<file path="src/rtl/muxbus_pkg.sv">
package muxbus_pkg;

  localparam int NREG = 16;

  localparam int IDX_INTCTL   = 0;
  localparam int IDX_BUSCTL2  = 1;
  localparam int IDX_CADDR_LO = 4;
  localparam int IDX_CADDR_HI = 5;
  localparam int IDX_CDATA    = 6;
  localparam int IDX_BUSCTL   = 7;
  localparam int IDX_PADDR_LO = 8;
  localparam int IDX_PADDR_HI = 9;
  localparam int IDX_PDATA    = 10;
  localparam int IDX_DIV_A    = 12;
  localparam int IDX_DIV_B    = 13;
  localparam int IDX_REV      = 15;

  typedef enum logic [1:0] {
    HS_IDLE = 2'd0,
    HS_BUSY = 2'd1,
    HS_ACK  = 2'd2
  } hs_state_e;

  // 1 when a register exists at index and the host may write it
  function automatic bit reg_is_writable(input int idx);
    return (idx == IDX_INTCTL) || (idx == IDX_BUSCTL2) ||
           (idx >= IDX_CADDR_LO && idx <= IDX_PDATA) ||
           (idx == IDX_DIV_A) || (idx == IDX_DIV_B);
  endfunction

  // interrupt output is allowed when both enable bits are set
  function automatic logic irq_allowed(input logic [7:0] ctl);
    return ctl[6] & ctl[2];
  endfunction

  // an accepted strobe: exactly one of read/write active under select
  function automatic logic strobe_ok(input logic cs_n, input logic rd_n,
                                     input logic wr_n);
    return !cs_n && (rd_n != wr_n);
  endfunction

endpackage

</file>
<file path="src/rtl/muxbus_sync.sv">
module muxbus_sync #(
  parameter int DW = 8
) (
  input  logic          clk,
  input  logic          rst_n,
  input  logic          cs_n,
  input  logic          sel_addr,
  input  logic          wr_n,
  input  logic          rd_n,
  input  logic [DW-1:0] din,
  output logic          cs_n_q,
  output logic          sel_addr_q,
  output logic          wr_n_q,
  output logic          rd_n_q,
  output logic [DW-1:0] din_q
);

  always_ff @(posedge clk or negedge rst_n) begin
    if (!rst_n) begin
      cs_n_q     <= 1'b1;
      sel_addr_q <= 1'b0;
      wr_n_q     <= 1'b1;
      rd_n_q     <= 1'b1;
      din_q      <= '0;
    end else begin
      cs_n_q     <= cs_n;
      sel_addr_q <= sel_addr;
      wr_n_q     <= wr_n;
      rd_n_q     <= rd_n;
      din_q      <= din;
    end
  end

endmodule

</file>
<file path="src/rtl/muxbus_handshake.sv">
module muxbus_handshake #(
  parameter int WAIT_CYC = 2
) (
  input  logic clk,
  input  logic rst_n,
  input  logic cs_n_q,
  input  logic wr_n_q,
  input  logic rd_n_q,
  output logic commit,
  output logic op_rd,
  output logic rdy_n
);
  import muxbus_pkg::*;

  localparam int CW = (WAIT_CYC < 2) ? 1 : $clog2(WAIT_CYC + 1);

  hs_state_e       state;
  logic [CW-1:0]   cnt;
  logic            strobe;

  assign strobe = strobe_ok(cs_n_q, rd_n_q, wr_n_q);
  assign op_rd  = !rd_n_q;
  assign commit = (state == HS_BUSY) && strobe && (cnt == '0);
  assign rdy_n  = (state != HS_ACK);

  always_ff @(posedge clk or negedge rst_n) begin
    if (!rst_n) begin
      state <= HS_IDLE;
      cnt   <= '0;
    end else begin
      unique case (state)
        HS_IDLE: if (strobe) begin
          state <= HS_BUSY;
          cnt   <= CW'(WAIT_CYC - 1);
        end
        HS_BUSY: begin
          if (!strobe)          state <= HS_IDLE;
          else if (cnt == '0)   state <= HS_ACK;
          else                  cnt   <= cnt - 1'b1;
        end
        HS_ACK: if (!strobe) state <= HS_IDLE;
        default: state <= HS_IDLE;
      endcase
    end
  end

endmodule

</file>
<file path="src/rtl/muxbus_regfile.sv">
module muxbus_regfile #(
  parameter int          NREG     = 16,
  parameter logic [7:0]  REVISION = 8'h11
) (
  input  logic              clk,
  input  logic              rst_n,
  input  logic              commit,
  input  logic              op_addr,
  input  logic              op_rd,
  input  logic [7:0]        din,
  input  logic              irq_evt,
  output logic [7:0]        rdata,
  output logic [NREG*8-1:0] image,
  output logic [NREG-1:0]   wr_pulse,
  output logic              irq_n
);
  import muxbus_pkg::*;

  logic [7:0] idx_q;
  logic       pend_q;
  logic       data_wr, data_rd, addr_wr, hit_ctl;
  logic [7:0] rd_val;

  assign data_wr = commit && !op_addr && !op_rd;
  assign data_rd = commit && !op_addr &&  op_rd;
  assign addr_wr = commit &&  op_addr && !op_rd;
  assign hit_ctl = (idx_q == 8'(IDX_INTCTL));

  for (genvar i = 0; i < NREG; i++) begin : g_reg
    if (reg_is_writable(i)) begin : g_rw
      logic [7:0] q;
      logic       p;
      always_ff @(posedge clk or negedge rst_n) begin
        if (!rst_n) begin
          q <= '0;
          p <= 1'b0;
        end else begin
          p <= data_wr && (idx_q == 8'(i));
          if (data_wr && (idx_q == 8'(i))) q <= din;
        end
      end
      assign image[i*8 +: 8] = q;
      assign wr_pulse[i]     = p;
    end else if (i == IDX_REV) begin : g_ro
      assign image[i*8 +: 8] = REVISION;
      assign wr_pulse[i]     = 1'b0;
    end else begin : g_none
      assign image[i*8 +: 8] = 8'h00;
      assign wr_pulse[i]     = 1'b0;
    end
  end

  always_comb begin
    rd_val = 8'h00;
    if (int'(idx_q) < NREG) rd_val = image[int'(idx_q)*8 +: 8];
    if (hit_ctl) rd_val[0] = pend_q;
  end

  always_ff @(posedge clk or negedge rst_n) begin
    if (!rst_n) begin
      idx_q  <= '0;
      rdata  <= '0;
      pend_q <= 1'b0;
    end else begin
      if (addr_wr) idx_q <= din;
      if (data_rd) rdata <= rd_val;
      if (irq_evt)                 pend_q <= 1'b1;
      else if (data_rd && hit_ctl) pend_q <= 1'b0;
    end
  end

  assign irq_n = !(pend_q && irq_allowed(image[IDX_INTCTL*8 +: 8]));

endmodule

</file>
<file path="src/rtl/muxbus_regslave.sv">
module muxbus_regslave #(
  parameter int         WAIT_CYC = 2,
  parameter logic [7:0] REVISION = 8'h11
) (
  input  logic         clk,
  input  logic         rst_n,
  input  logic         bus_cs_n,
  input  logic         bus_sel_addr,
  input  logic         bus_wr_n,
  input  logic         bus_rd_n,
  input  logic [7:0]   bus_din,
  output logic [7:0]   bus_dout,
  output logic         bus_doe,
  output logic         bus_rdy_n,
  output logic         bus_irq_n,
  input  logic         irq_evt_i,
  output logic [127:0] reg_image_o,
  output logic [15:0]  wr_pulse_o,
  output logic [1:0]   ts_en_o
);
  import muxbus_pkg::*;

  logic       cs_n_q, sel_q, wr_n_q, rd_n_q;
  logic [7:0] din_q;
  logic       commit_w, op_rd_w;

  muxbus_sync #(.DW(8)) u_sync (
    .clk(clk), .rst_n(rst_n),
    .cs_n(bus_cs_n), .sel_addr(bus_sel_addr), .wr_n(bus_wr_n),
    .rd_n(bus_rd_n), .din(bus_din),
    .cs_n_q(cs_n_q), .sel_addr_q(sel_q), .wr_n_q(wr_n_q),
    .rd_n_q(rd_n_q), .din_q(din_q)
  );

  muxbus_handshake #(.WAIT_CYC(WAIT_CYC)) u_hs (
    .clk(clk), .rst_n(rst_n),
    .cs_n_q(cs_n_q), .wr_n_q(wr_n_q), .rd_n_q(rd_n_q),
    .commit(commit_w), .op_rd(op_rd_w), .rdy_n(bus_rdy_n)
  );

  muxbus_regfile #(.NREG(NREG), .REVISION(REVISION)) u_rf (
    .clk(clk), .rst_n(rst_n),
    .commit(commit_w), .op_addr(sel_q), .op_rd(op_rd_w), .din(din_q),
    .irq_evt(irq_evt_i),
    .rdata(bus_dout), .image(reg_image_o), .wr_pulse(wr_pulse_o),
    .irq_n(bus_irq_n)
  );

  assign bus_doe = !bus_cs_n && !bus_rd_n && !bus_sel_addr;
  assign ts_en_o = reg_image_o[IDX_BUSCTL2*8+5 -: 2];

endmodule

</file>
<file path="config.mk">
export PLATFORM = sky130hd
export DESIGN_NAME = muxbus_regslave
export DESIGN_NICKNAME = d
export VERILOG_FILES = /design/src/rtl/muxbus_pkg.sv /design/src/rtl/muxbus_sync.sv /design/src/rtl/muxbus_handshake.sv /design/src/rtl/muxbus_regfile.sv /design/src/rtl/muxbus_regslave.sv
export SDC_FILE = /design/constraint.sdc
export NUM_CORES = 1
export LEC_CHECK = 0
export ABC_AREA = 0
export ABC_CLOCK_PERIOD_IN_PS = 3400
export BUFFER_PORTS_ARGS = -buffer_cell sky130_fd_sc_hd__buf_4
export CAP_MARGIN = 20
export CORE_ASPECT_RATIO = 0.5
export CORE_MARGIN = 10
export CORE_UTILIZATION = 53
export CTS_CLUSTER_SIZE = 25
export DETAILED_ROUTE_END_ITERATION = 8
export GPL_ROUTABILITY_DRIVEN = 0
export PLACE_DENSITY = 0.81
export SETUP_SLACK_MARGIN = 0.3
export SLEW_MARGIN = 40
export SYNTH_ARGS = -nofsm -noshare
export SYNTH_HDL_FRONTEND = slang
export SYNTH_HIERARCHICAL = 1
export SYNTH_SLANG_ARGS = --single-unit
</file>
<file path="constraint.sdc">
create_clock -name clk -period 3.4 [get_ports clk]
set_clock_uncertainty 0.15 [all_clocks]
set_input_delay 0.51 -clock clk [delete_from_list [all_inputs] [get_ports clk]]
set_output_delay 0.51 -clock clk [all_outputs]
set_load 0.01 [all_outputs]
</file>
Word-level counts from Yosys, hierarchy flattened. Index checks and enable logic that the tools add are counted.

$add $sub $neg: 1. $lt $le $gt $ge: 1. Eq/ne operators: 19. Shifts and indexed selects: 1. Mux-type cells: 12. Bitwise gates (word level): 1. Reductions and logical operators: 37.

Operators with widths (count): $shiftx A128 B12 Y8 (1); $eq A8 B4 Y1 const B (5); $eq A8 B3 Y1 const B (4); $logic_and A1 B1 Y1 (23); $mux W2 (6); $eq A8 B1 Y1 const B (1); $logic_not A8 Y1 (1); $lt A8 B5 Y1 const B (1); $mux W8 (1); $logic_not A1 Y1 (7); $ne A2 B2 Y1 const B (3); $pmux W2 S3 (1); $logic_not A2 Y1 (2); $ne A2 B1 Y1 const B (2); $pmux W2 S2 (1); $reduce_and A4 Y1 (1); $reduce_bool A2 Y1 (2); $mux W1 (3); $ne A3 B3 Y1 const B (1); $reduce_and A3 Y1 (1); $eq A2 B1 Y1 const B (1); $eq A2 B2 Y1 const B (1); $sub A2 B1 Y2 const B (1); $and A1 B1 Y1 (1); $ne A1 B1 Y1 (1).

Flip-flop bits (word level): 132. Input bits: 15. Output and inout port bits: 157. Logic and storage cells: 104.

Logic depth before layout (Yosys ltp).
Depth in word-level cells: 9. Gate-level depth with buffers: 8. Mapped depth without buffers: 8.

Hierarchy. Netlist, hierarchy kept.

Modules (own cells, without submodules): muxbus_regfile (instances 1, cells each 466, area each 5746.8 µm², seq. area each 2902.8 µm²); muxbus_sync (instances 1, cells each 12, area each 304.0 µm², seq. area each 304.0 µm²); muxbus_handshake (instances 1, cells each 22, area each 221.5 µm², seq. area each 100.1 µm²); muxbus_regslave (instances 1, cells each 3, area each 25.0 µm², seq. area each 0.0 µm²).

Worst setup path after synthesis. Ideal clock, no wire load.

Path type: reg2reg. From: reg u_sync.rd_n_q. To: reg u_rf.g_reg[1].g_rw.q[0]. Setup time: 0.125 ns. Data arrival time: 2.400 ns. Required time: 3.125 ns. Slack: 0.725 ns. Cell stages (with the launch flop): 8. Path buffers: 0. Period minus slack after synthesis: 2.675 ns. Path through: dfstp_2 -> xor2_1 -> nand2b_1 -> nor2_1 -> nand4bb_1 -> or3_1 -> nor3_4 -> mux2_2.

Cells in the longest elaborated chain, start to end: 7.

RTL lines: from (decl) (line muxbus_sync.sv:14) `output logic rd_n_q,`; from (signal assigned) (line muxbus_sync.sv:29) `rd_n_q <= rd_n;`; $ne A1 B1 Y1 (line muxbus_pkg.sv:39) `return !cs_n && (rd_n != wr_n);`; $logic_and A1 B1 Y1 (line muxbus_pkg.sv:39); $logic_and A1 B1 Y1 (2 in series) (line muxbus_handshake.sv:23) `assign commit = (state == HS_BUSY) && strobe && (cnt == '0);`; via commit_w (line muxbus_regslave.sv:25) `logic commit_w, op_rd_w;`; $logic_and A1 B1 Y1 (2 in series) (line muxbus_regfile.sv:24) `assign data_wr = commit && !op_addr && !op_rd;`; $logic_and A1 B1 Y1 (line muxbus_regfile.sv:39) `if (data_wr && (idx_q == 8'(i))) q <= din;`; to (signal assigned) (line muxbus_regfile.sv:39); to (decl) (line muxbus_regfile.sv:31) `logic [7:0] q;`.

The timed path passes the listed nets, and every way through them passes these cells. A chain may end at the register's enable or synchronous reset.

Worst setup path in the final report.
From: reg u_sync.rd_n_q. To: reg u_rf.g_reg[6].g_rw.q[5].

Cells in the longest elaborated chain, start to end: 7.

RTL lines (line): $ne A1 B1 Y1 (muxbus_pkg.sv:39); $logic_and A1 B1 Y1 (muxbus_pkg.sv:39); $logic_and A1 B1 Y1 (2 in series) (muxbus_handshake.sv:23); via commit_w (muxbus_regslave.sv:25); $logic_and A1 B1 Y1 (2 in series) (muxbus_regfile.sv:24); $logic_and A1 B1 Y1 (muxbus_regfile.sv:39); to (signal assigned) (muxbus_regfile.sv:39); to (decl) (muxbus_regfile.sv:31).

The timed path passes the listed nets, and every way through them passes these cells.

==> impl_metrics.csv <==
group,metric,value,unit
place,port_buffers,126,
place,placed_area,7140,um2
grt,grt_pass1_vias,4592,
cts,cts_root_buffer,"clkbuf_16",
setup_path,start_kind,"flop",
die,num_rows,28,
sta,post-route-min-period,2.99,ns
cts,clk_pin_slew_worst_paths,0.06,ns
cells_and_area,nets,632,
cells_and_area,nFillCells,837,
die,dieHeight,97.1,um
run_status,status,"complete, no violations",
logic_synthesis,synth_area_per_cell,12.5,um2
pwr,finalPower,4.16,mW
logic_synthesis,synth-seq-cells,132,
logic_synthesis,ys_types,49,
sta,setup_viol,0,
setup_path,ff2ff_setup_slack,0.41,ns
drt,viasPerCell,5.51,
logic_synthesis,synth_edf_count,0,
cells_and_area,stdcell_area,7760,um2
die,die_w,174,um
grt,antenna_found_initial,1,
die,io_pins,172,
logic_synthesis,synth_area,6300,um2
sta,timing.fmax,0.335,GHz
die,die-area,16900,um2
pwr,power_leakage,3.87,nW
logic_synthesis,yosys_warnings,6,
sta,hold_viol,0,
cells_and_area,drive_gt1_share,45.0,%
drt,dr.pass1.iters,5,
cts,cts_num_sinks,132,
drt,num_vias,4375,
logic_synthesis,synth-main-ff-cell,"dfrtp_1",
flow_run,drv_cap,0,
pwr,peakVddDrop,0.340,mV
drt,drtAntennaViolNets,0,
cts,htreeDepth,4,
grt,grt_pass1_wl,26.8,mm
setup_path,reg2reg_depth,7,
logic_synthesis,seq_area_frac_synth,52.5,%
cts,post-cts-setup-buffers,0,
cts,cts_buffers,17,
setup_path,cp_max_fo,8,
setup_path,critPathKind,"flop to flop",
sta,finalCritPeriodShare,87.8,%
logic_synthesis,synthArstFlopShare,100,%
sta,rsz0062_at_grt,"yes",
drt,avgRoutedWirePerCell,21.6,um
die,core,11700,um2
cts,clk_latency,0.41,ns
sta,slew_violations,0,
cts,cts_buffer_depth,2,
setup_path,cp-end-kind,"flop",
min_path,min_path_type,"input port to flop",
min_path,hold_path_depth,1,
place,dp_hpwl,12.3,mm
logic_synthesis,netlist_instances,503,
drt,routed_wl,17.1,mm
cts,cts_tree,"done",
grt,grt_start_max_net_pins,61,
sta,tns,0,ns
cells_and_area,diodes,0,
drt,drc,0,
setup_path,crit_arrival,3.13,ns
pwr,powerDensity,536,nW/um2
grt,grt_remaining_overflow,0,
drt,drt-initial-drc-count,470,
setup_path,critical_path_required,3.54,ns
sta,worst_pin_slew,0.777,ns
die,start_util,53.8,%
sta,slew_headroom,48.2,%
cells_and_area,area_growth,23.3,%
grt,grtUsageTotal,20.1,%
==> cells by family (layout without fill, tap and decap cells) <==
logic type / count (synthesis) / after routing / synth area share (%)
mux: 134 / 134 / 23.3
other cells: 2 / 45 / 0.119
buf+inv: 93 / 176 / 9.26
compound gates: 56 / 56 / 5.76
flops: 132 / 132 / 52.5
xor+xnor: 1 / 1 / 0.139
simple gates: 84 / 84 / 8.72
fa+ha+maj: 1 / 1 / 0.199
==> cells in the mapped netlist (2+ instances only) <==
cell type    n  area [um2]
dfrtp_1    129        3230
mux2_2      94        1060
buf_4       58         435
mux2i_1     37         370
o21ai_0     22         110
nand2_1     19        71.3
nor2_1      18        67.6
clkbuf_1    15        56.3
a21oi_1     10        50.1
buf_1       10        37.5
nand3b_1     8        60.1
o221ai_1     8        70.1
nor3_4       7         114
o31ai_1      7        52.6
inv_1        6        22.5
nand2b_1     5        31.3
nand3_1      5        25.0
nor2b_1      4        25.0
nor3_2       4        40.0
dfstp_2      3        78.8
buf_6        2        22.5
conb_1       2        7.51
mux2_1       2        22.5
nor3_1       2        10.0
or2_2        2        12.5
==> where the power goes <==
part,switching (mW),internal (mW)
Sequential,0.0994,1.64
Clock,0.660,1.21
Combinational,0.352,0.204
==> layout make-up <==
type	instances	area [um2]	share of cell area, %
Tap cell	165	206	2.66
Clock buffer	23	478	6.16
Multi-Input combinational cell	321	2570	33.2
Inverter	7	26.3	0.338
Timing Repair Buffer	137	1040	13.4
Clock inverter	9	126	1.63
Sequential cell	132	3310	42.6
==> registers in the layout (all words and copies together), names as in the netlist <==
signal             cells
u_rf/g.g_rw.q         88
u_rf/g.g_rw.p         11
u_rf/idx_q             8
u_rf/rdata             8
u_sync/din_q           8
u_hs/cnt               2
u_hs/state             2
u_rf/pend_q            1
u_sync/cs_n_q          1
u_sync/rd_n_q          1
u_sync/sel_addr_q      1
u_sync/wr_n_q          1
==> repair_timing <==
item                       4_1_cts  5_1_grt
setup endpoints to repair        0        8
hold endpoints to repair        37        0
gates resized for setup          0        1
hold buffers                     1        0
==> metrics by stage <==
step | setup slack (ns) | instances | hold WS (ns) | utilization (%)
final | 0.415 | 794 | 0.0537 | 66.3
after global routing | 0.266 | 794 | 0.0352 | 66.3
after CTS | 0.395 | 794 | 0.0413 | 66.3
after detailed placement | 0.465 | 761 | 0.331 | 61.0
after global placement | 0.570 | 761 | 0.323 | 61.0
after floorplan | 0.725 | 546 | 0.0644 | -
==> worst paths after layout <==
path                                           start                                   end
max                          u_sync/rd_n_q$_DFF_PN1_   u_rf/g_reg[6].g_rw.q[5]$_DFFE_PN0P_
min                                       bus_din[4]             u_sync/din_q[4]$_DFF_PN0_
max reg2reg                  u_sync/rd_n_q$_DFF_PN1_   u_rf/g_reg[6].g_rw.q[5]$_DFFE_PN0P_
min reg2reg                u_rf/rdata[5]$_DFFE_PN0N_             u_rf/rdata[5]$_DFFE_PN0N_
max in group asynchronous                      rst_n  u_rf/g_reg[10].g_rw.q[2]$_DFFE_PN0P_
min in group asynchronous                      rst_n        u_rf/g_reg[1].g_rw.p$_DFF_PN0_
==> critical path, stage by stage (launching register included) <==
cell	delay [ns]
dfstp_2	0.53
xor2_1	0.22
nand2b_1	0.11
nor2_1	0.21
nor2b_1	0.40
nand3b_1	0.32
nor3_4	0.52
mux2_2	0.40
==> metal layers <==
layer	track usage [%]	routed length, um	vias up
met1	24.5	7000	2230
met4	5.81	184	0
met3	8.73	1840	20
li1	-	-	1899
met2	31.8	8090	226
met5	0	0	-
==> placed cells by master, fill, tap and decap left out, drive strengths merged, types with 4 or more instances in the layout <==
cell type	Yosys	final
a21oi	10	10
nand2b	5	5
buf	70	136
o21ai	22	22
clkinv	1	6
dfrtp	129	129
clkbuf	16	23
mux2i	37	37
nor2b	4	4
nor3	13	13
nor2	18	18
o31ai	7	7
mux2	97	97
nand2	19	19
o221ai	8	8
nand3b	8	8
conb	2	45
nand3	5	5
inv	6	6
No activity file was read; power rests on OpenSTA's default activity.
